`config.mk`:
```
export PLATFORM = sky130hd
export DESIGN_NAME = gpio_setclr_ctrl
export DESIGN_NICKNAME = d
export VERILOG_FILES = /design/src/rtl/gpio_sc_pkg.sv /design/src/rtl/gpio_sc_decode.sv /design/src/rtl/gpio_sc_sync_bank.sv /design/src/rtl/gpio_sc_out_bank.sv /design/src/rtl/gpio_sc_rd_mux.sv /design/src/rtl/gpio_setclr_ctrl.sv
export SDC_FILE = /design/constraint.sdc
export NUM_CORES = 1
export LEC_CHECK = 0
export ABC_CLOCK_PERIOD_IN_PS = 1800
export BUFFER_PORTS_ARGS = -buffer_cell sky130_fd_sc_hd__buf_2
export CAP_MARGIN = 20
export CORE_ASPECT_RATIO = 0.8
export CORE_MARGIN = 8
export CORE_UTILIZATION = 52
export CTS_BUF_LIST = sky130_fd_sc_hd__clkbuf_8
export CTS_CLUSTER_SIZE = 25
export DETAILED_ROUTE_END_ITERATION = 10
export PLACE_DENSITY = 0.85
export SLEW_MARGIN = 20
export SYNTH_ARGS = -nofsm -noshare
export SYNTH_HDL_FRONTEND = slang
export SYNTH_HIERARCHICAL = 1
export SYNTH_SLANG_ARGS = --single-unit
```
`constraint.sdc`:
```
create_clock -name clk -period 1.8 [get_ports clk]
set_input_delay 0.27 -clock clk [delete_from_list [all_inputs] [get_ports clk]]
set_output_delay 0.27 -clock clk [all_outputs]
set_load 0.01 [all_outputs]
```
`src/rtl/gpio_sc_pkg.sv`:
```
package gpio_sc_pkg;

   // Register byte offsets; the decode compares the full offset.
   localparam logic [3:0] OFS_LEVEL = 4'h0;
   localparam logic [3:0] OFS_DIR   = 4'h4;
   localparam logic [3:0] OFS_SET   = 4'h8;
   localparam logic [3:0] OFS_CLR   = 4'hC;

   // Write strobes, at most one set per cycle.
   typedef struct packed {
      logic dir;
      logic set;
      logic clr;
   } wr_stb_t;

   // Read source selection.
   typedef enum logic [1:0] {
      RSEL_NONE  = 2'd0,
      RSEL_LEVEL = 2'd1,
      RSEL_DIR   = 2'd2
   } rd_sel_e;

endpackage

```
`src/rtl/gpio_sc_decode.sv`:
```
module gpio_sc_decode
   import gpio_sc_pkg::*;
#(
   parameter int ADDR_W = 4
) (
   input  logic [ADDR_W-1:0] addr,
   input  logic              wr,
   output wr_stb_t           stb,
   output rd_sel_e           rsel
);

   localparam int PAD_W = ADDR_W - 4;

   logic hit_level, hit_dir, hit_set, hit_clr;

   generate
      if (PAD_W > 0) begin : g_wide
         logic upper_zero;
         assign upper_zero = (addr[ADDR_W-1:4] == '0);
         assign hit_level  = upper_zero && (addr[3:0] == OFS_LEVEL);
         assign hit_dir    = upper_zero && (addr[3:0] == OFS_DIR);
         assign hit_set    = upper_zero && (addr[3:0] == OFS_SET);
         assign hit_clr    = upper_zero && (addr[3:0] == OFS_CLR);
      end else begin : g_narrow
         assign hit_level  = (addr == OFS_LEVEL);
         assign hit_dir    = (addr == OFS_DIR);
         assign hit_set    = (addr == OFS_SET);
         assign hit_clr    = (addr == OFS_CLR);
      end
   endgenerate

   always_comb begin
      stb.dir = wr && hit_dir;
      stb.set = wr && hit_set;
      stb.clr = wr && hit_clr;
   end

   always_comb begin
      if (hit_level)    rsel = RSEL_LEVEL;
      else if (hit_dir) rsel = RSEL_DIR;
      else              rsel = RSEL_NONE;
   end

endmodule

```
`src/rtl/gpio_sc_sync_bank.sv`:
```
module gpio_sc_sync_bank #(
   parameter int WIDTH  = 28,
   parameter int STAGES = 2
) (
   input  logic             clk,
   input  logic             rst_n,
   input  logic [WIDTH-1:0] async_in,
   output logic [WIDTH-1:0] sync_out
);

   localparam int LAST = STAGES - 1;

   initial begin
      if (STAGES < 2) $error("gpio_sc_sync_bank: STAGES must be at least 2");
      if (WIDTH < 1)  $error("gpio_sc_sync_bank: WIDTH must be positive");
   end

   generate
      for (genvar b = 0; b < WIDTH; b++) begin : g_bit
         logic [LAST:0] chain;
         always_ff @(posedge clk or negedge rst_n) begin
            if (!rst_n) chain <= '0;
            else        chain <= {chain[LAST-1:0], async_in[b]};
         end
         assign sync_out[b] = chain[LAST];
      end
   endgenerate

endmodule

```
`src/rtl/gpio_sc_out_bank.sv`:
```
module gpio_sc_out_bank
   import gpio_sc_pkg::*;
#(
   parameter int NUM_PINS = 28
) (
   input  logic                clk,
   input  logic                rst_n,
   input  wr_stb_t             stb,
   input  logic [NUM_PINS-1:0] wdata,
   output logic [NUM_PINS-1:0] dir_q,
   output logic [NUM_PINS-1:0] latch_q
);

   generate
      for (genvar p = 0; p < NUM_PINS; p++) begin : g_pin
         logic set_hit, clr_hit;

         // Set and clear only act on pins that are outputs at write time.
         assign set_hit = stb.set && wdata[p] && dir_q[p];
         assign clr_hit = stb.clr && wdata[p] && dir_q[p];

         always_ff @(posedge clk or negedge rst_n) begin
            if (!rst_n)       dir_q[p] <= 1'b0;
            else if (stb.dir) dir_q[p] <= wdata[p];
         end

         always_ff @(posedge clk or negedge rst_n) begin
            if (!rst_n)       latch_q[p] <= 1'b0;
            else if (set_hit) latch_q[p] <= 1'b1;
            else if (clr_hit) latch_q[p] <= 1'b0;
         end
      end
   endgenerate

endmodule

```
`src/rtl/gpio_sc_rd_mux.sv`:
```
module gpio_sc_rd_mux
   import gpio_sc_pkg::*;
#(
   parameter int NUM_PINS = 28,
   parameter int DATA_W   = 32
) (
   input  rd_sel_e             rsel,
   input  logic [NUM_PINS-1:0] level,
   input  logic [NUM_PINS-1:0] dir,
   output logic [DATA_W-1:0]   rdata
);

   localparam int PAD_W = DATA_W - NUM_PINS;

   logic [NUM_PINS-1:0] pick;

   always_comb begin
      unique case (rsel)
         RSEL_LEVEL: pick = level;
         RSEL_DIR:   pick = dir;
         default:    pick = '0;
      endcase
   end

   generate
      if (PAD_W > 0) begin : g_pad
         assign rdata = {{PAD_W{1'b0}}, pick};
      end else begin : g_full
         assign rdata = pick;
      end
   endgenerate

endmodule

```
`src/rtl/gpio_setclr_ctrl.sv`:
```
module gpio_setclr_ctrl
   import gpio_sc_pkg::*;
#(
   parameter int NUM_PINS    = 28,
   parameter int DATA_W      = 32,
   parameter int ADDR_W      = 4,
   parameter int SYNC_STAGES = 2
) (
   input  logic                clk,
   input  logic                rst_n,
   input  logic [ADDR_W-1:0]   reg_addr,
   input  logic                reg_wr,
   input  logic [DATA_W-1:0]   reg_wdata,
   output logic [DATA_W-1:0]   reg_rdata,
   input  logic [NUM_PINS-1:0] pin_in,
   output logic [NUM_PINS-1:0] pin_out,
   output logic [NUM_PINS-1:0] pin_oe
);

   initial begin
      if (NUM_PINS > DATA_W) $error("gpio_setclr_ctrl: NUM_PINS exceeds DATA_W");
      if (ADDR_W < 4)        $error("gpio_setclr_ctrl: ADDR_W must be at least 4");
   end

   wr_stb_t             stb;
   rd_sel_e             rsel;
   logic [NUM_PINS-1:0] level_q;
   logic [NUM_PINS-1:0] dir_q;
   logic [NUM_PINS-1:0] latch_q;

   gpio_sc_decode #(.ADDR_W(ADDR_W)) i_decode (
      .addr (reg_addr),
      .wr   (reg_wr),
      .stb  (stb),
      .rsel (rsel)
   );

   gpio_sc_out_bank #(.NUM_PINS(NUM_PINS)) i_out_bank (
      .clk     (clk),
      .rst_n   (rst_n),
      .stb     (stb),
      .wdata   (reg_wdata[NUM_PINS-1:0]),
      .dir_q   (dir_q),
      .latch_q (latch_q)
   );

   gpio_sc_sync_bank #(.WIDTH(NUM_PINS), .STAGES(SYNC_STAGES)) i_sync (
      .clk      (clk),
      .rst_n    (rst_n),
      .async_in (pin_in),
      .sync_out (level_q)
   );

   gpio_sc_rd_mux #(.NUM_PINS(NUM_PINS), .DATA_W(DATA_W)) i_rd_mux (
      .rsel  (rsel),
      .level (level_q),
      .dir   (dir_q),
      .rdata (reg_rdata)
   );

   assign pin_out = latch_q;
   assign pin_oe  = dir_q;

endmodule

```
Word level (Yosys, flattened, before mapping). Index checks and enable logic that the tools add are counted. Widths: inputs -> output; s select.

Memory bits (writable): 0. Bits in read-only memories: 0. Latch bits: 0. Memories: 0. Input bits: 67. Register bits after elaboration: 112. Output and inout port bits: 88.

Mux-type cells: 59. Reductions and logical operators: 144. Magnitude comparators: 0. Bitwise logic cells: 0. Multipliers: 0. Add/subtract/negate cells: 0. Eq/ne operators: 5. Shift-type cells: 0. Div/mod/pow operators: 0.

Operator list (count): $logic_and 1x1->1 (115); $mux 1 (56); $pmux 28 s2 (1); $reduce_bool 2->1 (28); $eq 4x4->1 const B (2); $eq 4x3->1 const B (1); $logic_not 4->1 (1); $mux 2 (2); $eq 2x1->1 const B (1); $eq 2x2->1 const B (1).

Depth between registers and ports, before layout.
Depth after elaboration: 6. Depth in mapped cells: 8. Gate-level depth less buffers: 5.

Modules after synthesis. The synthesis kept the hierarchy.

Modules (own cells, without submodules): gpio_sc_out_bank (cells an instance 149, area an instance 2314.7 um^2, times used 1); gpio_sc_sync_bank (cells an instance 84, area an instance 1611.5 um^2, times used 1); gpio_sc_rd_mux (cells an instance 74, area an instance 594.3 um^2, times used 1); gpio_sc_decode (cells an instance 8, area an instance 61.3 um^2, times used 1).

Worst setup path after synthesis. Ideal clock, no wire load.

Kind: input to output. From: input port reg_addr[1]. To: output port reg_rdata[10]. Slack: 0.045 ns. Arrival: 1.485 ns. Buffers on the path: 3. Stages on the path: 7. Cell sequence: nor4_1 > buf_4 > inv_1 > ha_1 > clkbuf_2 > buf_2 > nor2_1.

Elaborated cells between the ends (all ways): 7. Classes of those cells: eq/ne (3); mux (3); reduce/logical (1).

RTL lines: from (decl) (RTL line gpio_setclr_ctrl.sv:11) `input logic [ADDR_W-1:0] reg_addr,`; $logic_not 4->1 * (RTL line gpio_sc_decode.sv:25) `assign hit_level = (addr == OFS_LEVEL);`; $mux 2 * (RTL line gpio_sc_decode.sv:39) `if (hit_level) rsel = RSEL_LEVEL;`; via rsel[0] (RTL line gpio_setclr_ctrl.sv:26) `rd_sel_e rsel;`; $eq 2x2->1 or $eq 2x1->1 (tied branches) (RTL line gpio_sc_rd_mux.sv:18) `unique case (rsel)`; $pmux 28 s2 * (RTL line gpio_sc_rd_mux.sv:18); to (decl) (RTL line gpio_setclr_ctrl.sv:14) `output logic [DATA_W-1:0] reg_rdata,`.

The timed path passes the listed nets; every way through them passes the cells marked *.

Final worst setup path.
From: input port reg_addr[2]. To: output port reg_rdata[24].

The elaborated chain is that of the path after synthesis.

==> run metrics <==
utilization after layout=0.696; Clock Latency Late Sink=360 ps; failing checks=negative setup slack; Cell Area, Synth=4580 um^2; Crit Reg-Reg Startpoint=i_out_bank/dir_q[26]; number of CTS-inserted buffers=9; global routing's busiest layer=met2; synth unique cells=22; Post-synth ARST share=1.00; XOR/XNOR Fraction of Synth Area=0; PnR worst setup slack=-94.1 ps; clk root buf=clkbuf_8; Clock Pin Slew Worst Setup and Hold Paths=approximately 100 ps; top cells by area, synth=dfrtp_1 (61%), mux2_4 (6.6%), a32o_1 (6.1%), a22oi_2 (5.7%), buf_4 (5.6%); vias in the first global route=3538; initial antenna violation count=1; Ports=155; Hold WS=170 ps; Vias=3184; Longest Clk Path Bufs=2; number of flops mapped to enable cells by yosys=0; Max Slew Vio Count=0; final setup vio count=26; gr usage total=0.195; Synth warnings=6; adder-cell share of the synthesized area=0.00546; Max VDD drop=0.000593 V; FF+latch count, synth=112; Final GP Congestion=0.776; syn avg cell area=14.5 um^2; Post-synth top flop=dfrtp_1; critical path fanouts, max=7; Clk pwr share=0.242; Hold Path Class=primary input to flop; share of the synthesized area in the top cell type=0.612; grt met3 use=0.0752; drt wl/cell=20.0 um; largest net degree at the start of global routing=113; RSZ-0062 raised after global routing=yes; Final min period=around 1900 ps; DRT iter0 DRCs=179; synth cell count leaders=dfrtp_1 (112), buf_4 (34), nor2_1 (29), a32o_1 (28), nand3_1 (28); Synth area leader=dfrtp_1; First-pass DRT Iterations=4; Slew @ Worst Pin=571 ps; Die H=around 100 um; mux cell area share after synthesis=0.0852; Die ar.=12100 um^2; GR Util met2=0.354; Seq/Total Area, Yosys=0.612; Initial Util=0.538; Achievable Freq=528 MHz; worst relative slew slack=0.619; Setup TNS=-892 ps; Detail Route Antenna Nets=0; Pint=about 0.004 W; Synth Area in Compound Gates=0.130; Post-Syn Instances=around 320; Nets=around 550; vias per cell=5.35; Remaining Overflow, GRT=0; Fin. Hold Viols=0; share of power burned in registers=0.560; worst clock skew=8.83 ps; fraction of layout cells with a size suffix above 1=0.512; r2r setup slk=870 ps; main combinational cell family by area after synthesis=compound AO/OA/AOI/OAI gates; switch share=0.293; power density cells=953 nW/um^2; post-DP HPWL=around 8100 um; Remaining DRCs=0; Critical Path Start Type=primary input; Worst Hold Depth=2; Hold Path Origin=reg_wdata[16]; Synth Area in Simple Gates=0.0653; synthesis-to-finish area growth=29.5%; CP arrival=approximately 1600 ps; routed wire length=11900 um; outcome=finished, violations left; first-pass GRT wire length=18500 um; port bufs=roughly 150; Die W=121 um; combinational share of power=0.198; Final Cycle Share=1.05; r2r worst-path depth=2; Req. time, crit path=1530 ps; Core ar.=8520 um^2; met1 Use GR=0.208; reg2reg end=i_out_bank/dir_q[26]; CP Capture Type=primary output; CTS tree=done; Max-cap violations=0; htree depth=3; Switch Pwr=0.00166 W; kind of critical path=primary input to primary output; count leader, synth=dfrtp_1; Sink Count=between 100 and 150; FP Rows=30; Lkg Pwr=roughly 2.8 nW; Hold Crit Endpoint=i_out_bank/dir_q[16]
## placed cells by master, fill, tap and decap left out, types with 2 or more instances in the layout
cell type / instances
clkbuf_8: 10
mux2_4: 20
clkinv_4: 2
buf_12: 6
buf_8: 3
buf_16: 2
a22oi_1: 2
clkinvlp_4: 2
buf_4: 14
dlygate4sd3_1: 29
mux2_2: 8
buf_2: 142
nor2_1: 28
buf_6: 2
nor4b_4: 2
conb_1: 4
dfrtp_1: 112
a22oi_2: 26
nand3_1: 28
inv_1: 2
a32o_1: 28
ha_4: 2
## through the flow
| stage | worst slack [ps] | cells | area (um^2) | power [W] |
|---|---|---|---|---|
| floorplan | 45.4 | 318 | 4590 | 0.00370 |
| global placement | -223 | 544 | 5230 | 0.00417 |
| detailed placement | -349 | 544 | 5230 | 0.00425 |
| CTS | -70.3 | 581 | 5780 | 0.00569 |
| global route | -139 | 595 | 5930 | 0.00594 |
| finish | -94.1 | 595 | 5930 | 0.00566 |
## kinds of logic after synthesis
kind of cell | Yosys count
AND/OR/NAND/NOR | 63
adder cells (fa/ha/maj) | 2
other | 1
multiplexers | 28
flip-flops | 112
buffers and inverters | 53
AO/OA/AOI/OAI | 56
## worst max-delay path, stage by stage
cell and delay, ps:
buf_8 100, nor4_4 320, buf_4 180, ha_4 220
buf_12 150, a22oi_2 70, nor2_2 140, buf_2 150
## final cells by class
type                            count  area [um^2]
Fill cell                         602         2590
Clock buffer                       10          138
Sequential cell                   112         2800
Multi-Input combinational cell    153         1420
Clock inverter                      6         45.0
Tap cell                          112          140
Inverter                            2         10.0
Timing Repair Buffer              199         1370
Antenna cell                        1         2.50
## power by group through the flow
stage	combinational, W	sequential, W	clock, W
3_3_place_gp	0.00100	0.00316	0
3_5_place_dp	0.00105	0.00320	0
2_1_floorplan	0.000427	0.00328	0
4_1_cts	0.00111	0.00316	0.00142
6_report	0.00112	0.00317	0.00137
5_1_grt	0.00121	0.00322	0.00152
## worst max path at each step
| stage | from | end | cells past startpoint |
|---|---|---|---|
| 4_1_cts | reg_addr[2] | reg_rdata[24] | 8 |
| 5_1_grt | reg_addr[2] | reg_rdata[24] | 8 |
| 2_1_floorplan | reg_addr[1] | reg_rdata[10] | 7 |
| 3_3_place_gp | reg_addr[1] | reg_rdata[8] | 8 |
| 6_report | reg_addr[2] | reg_rdata[24] | 8 |
| 3_5_place_dp | reg_addr[1] | reg_rdata[8] | 8 |
## routing by layer
layer	wire length, um	up-vias
met5	0	-
met4	102	0
met3	956	13
met2	6460	118
met1	4380	1617
li1	-	1436
## registers in the layout, summed over array words and instances (netlist names)
signal / cells
i_out_bank/dir_q: 28
i_sync/g_bit.chain: 56
i_out_bank/latch_q: 28
## repair_timing
action	4_1_cts	5_1_grt
resized for setup	29	1
pin swaps	23	15
setup buffers	2	0
hold buffers	17	12
endpoints found under the hold margin	26	12
cloned	2	1
setup endpoints to repair	28	28
Power figures use the tool's default switching activity.
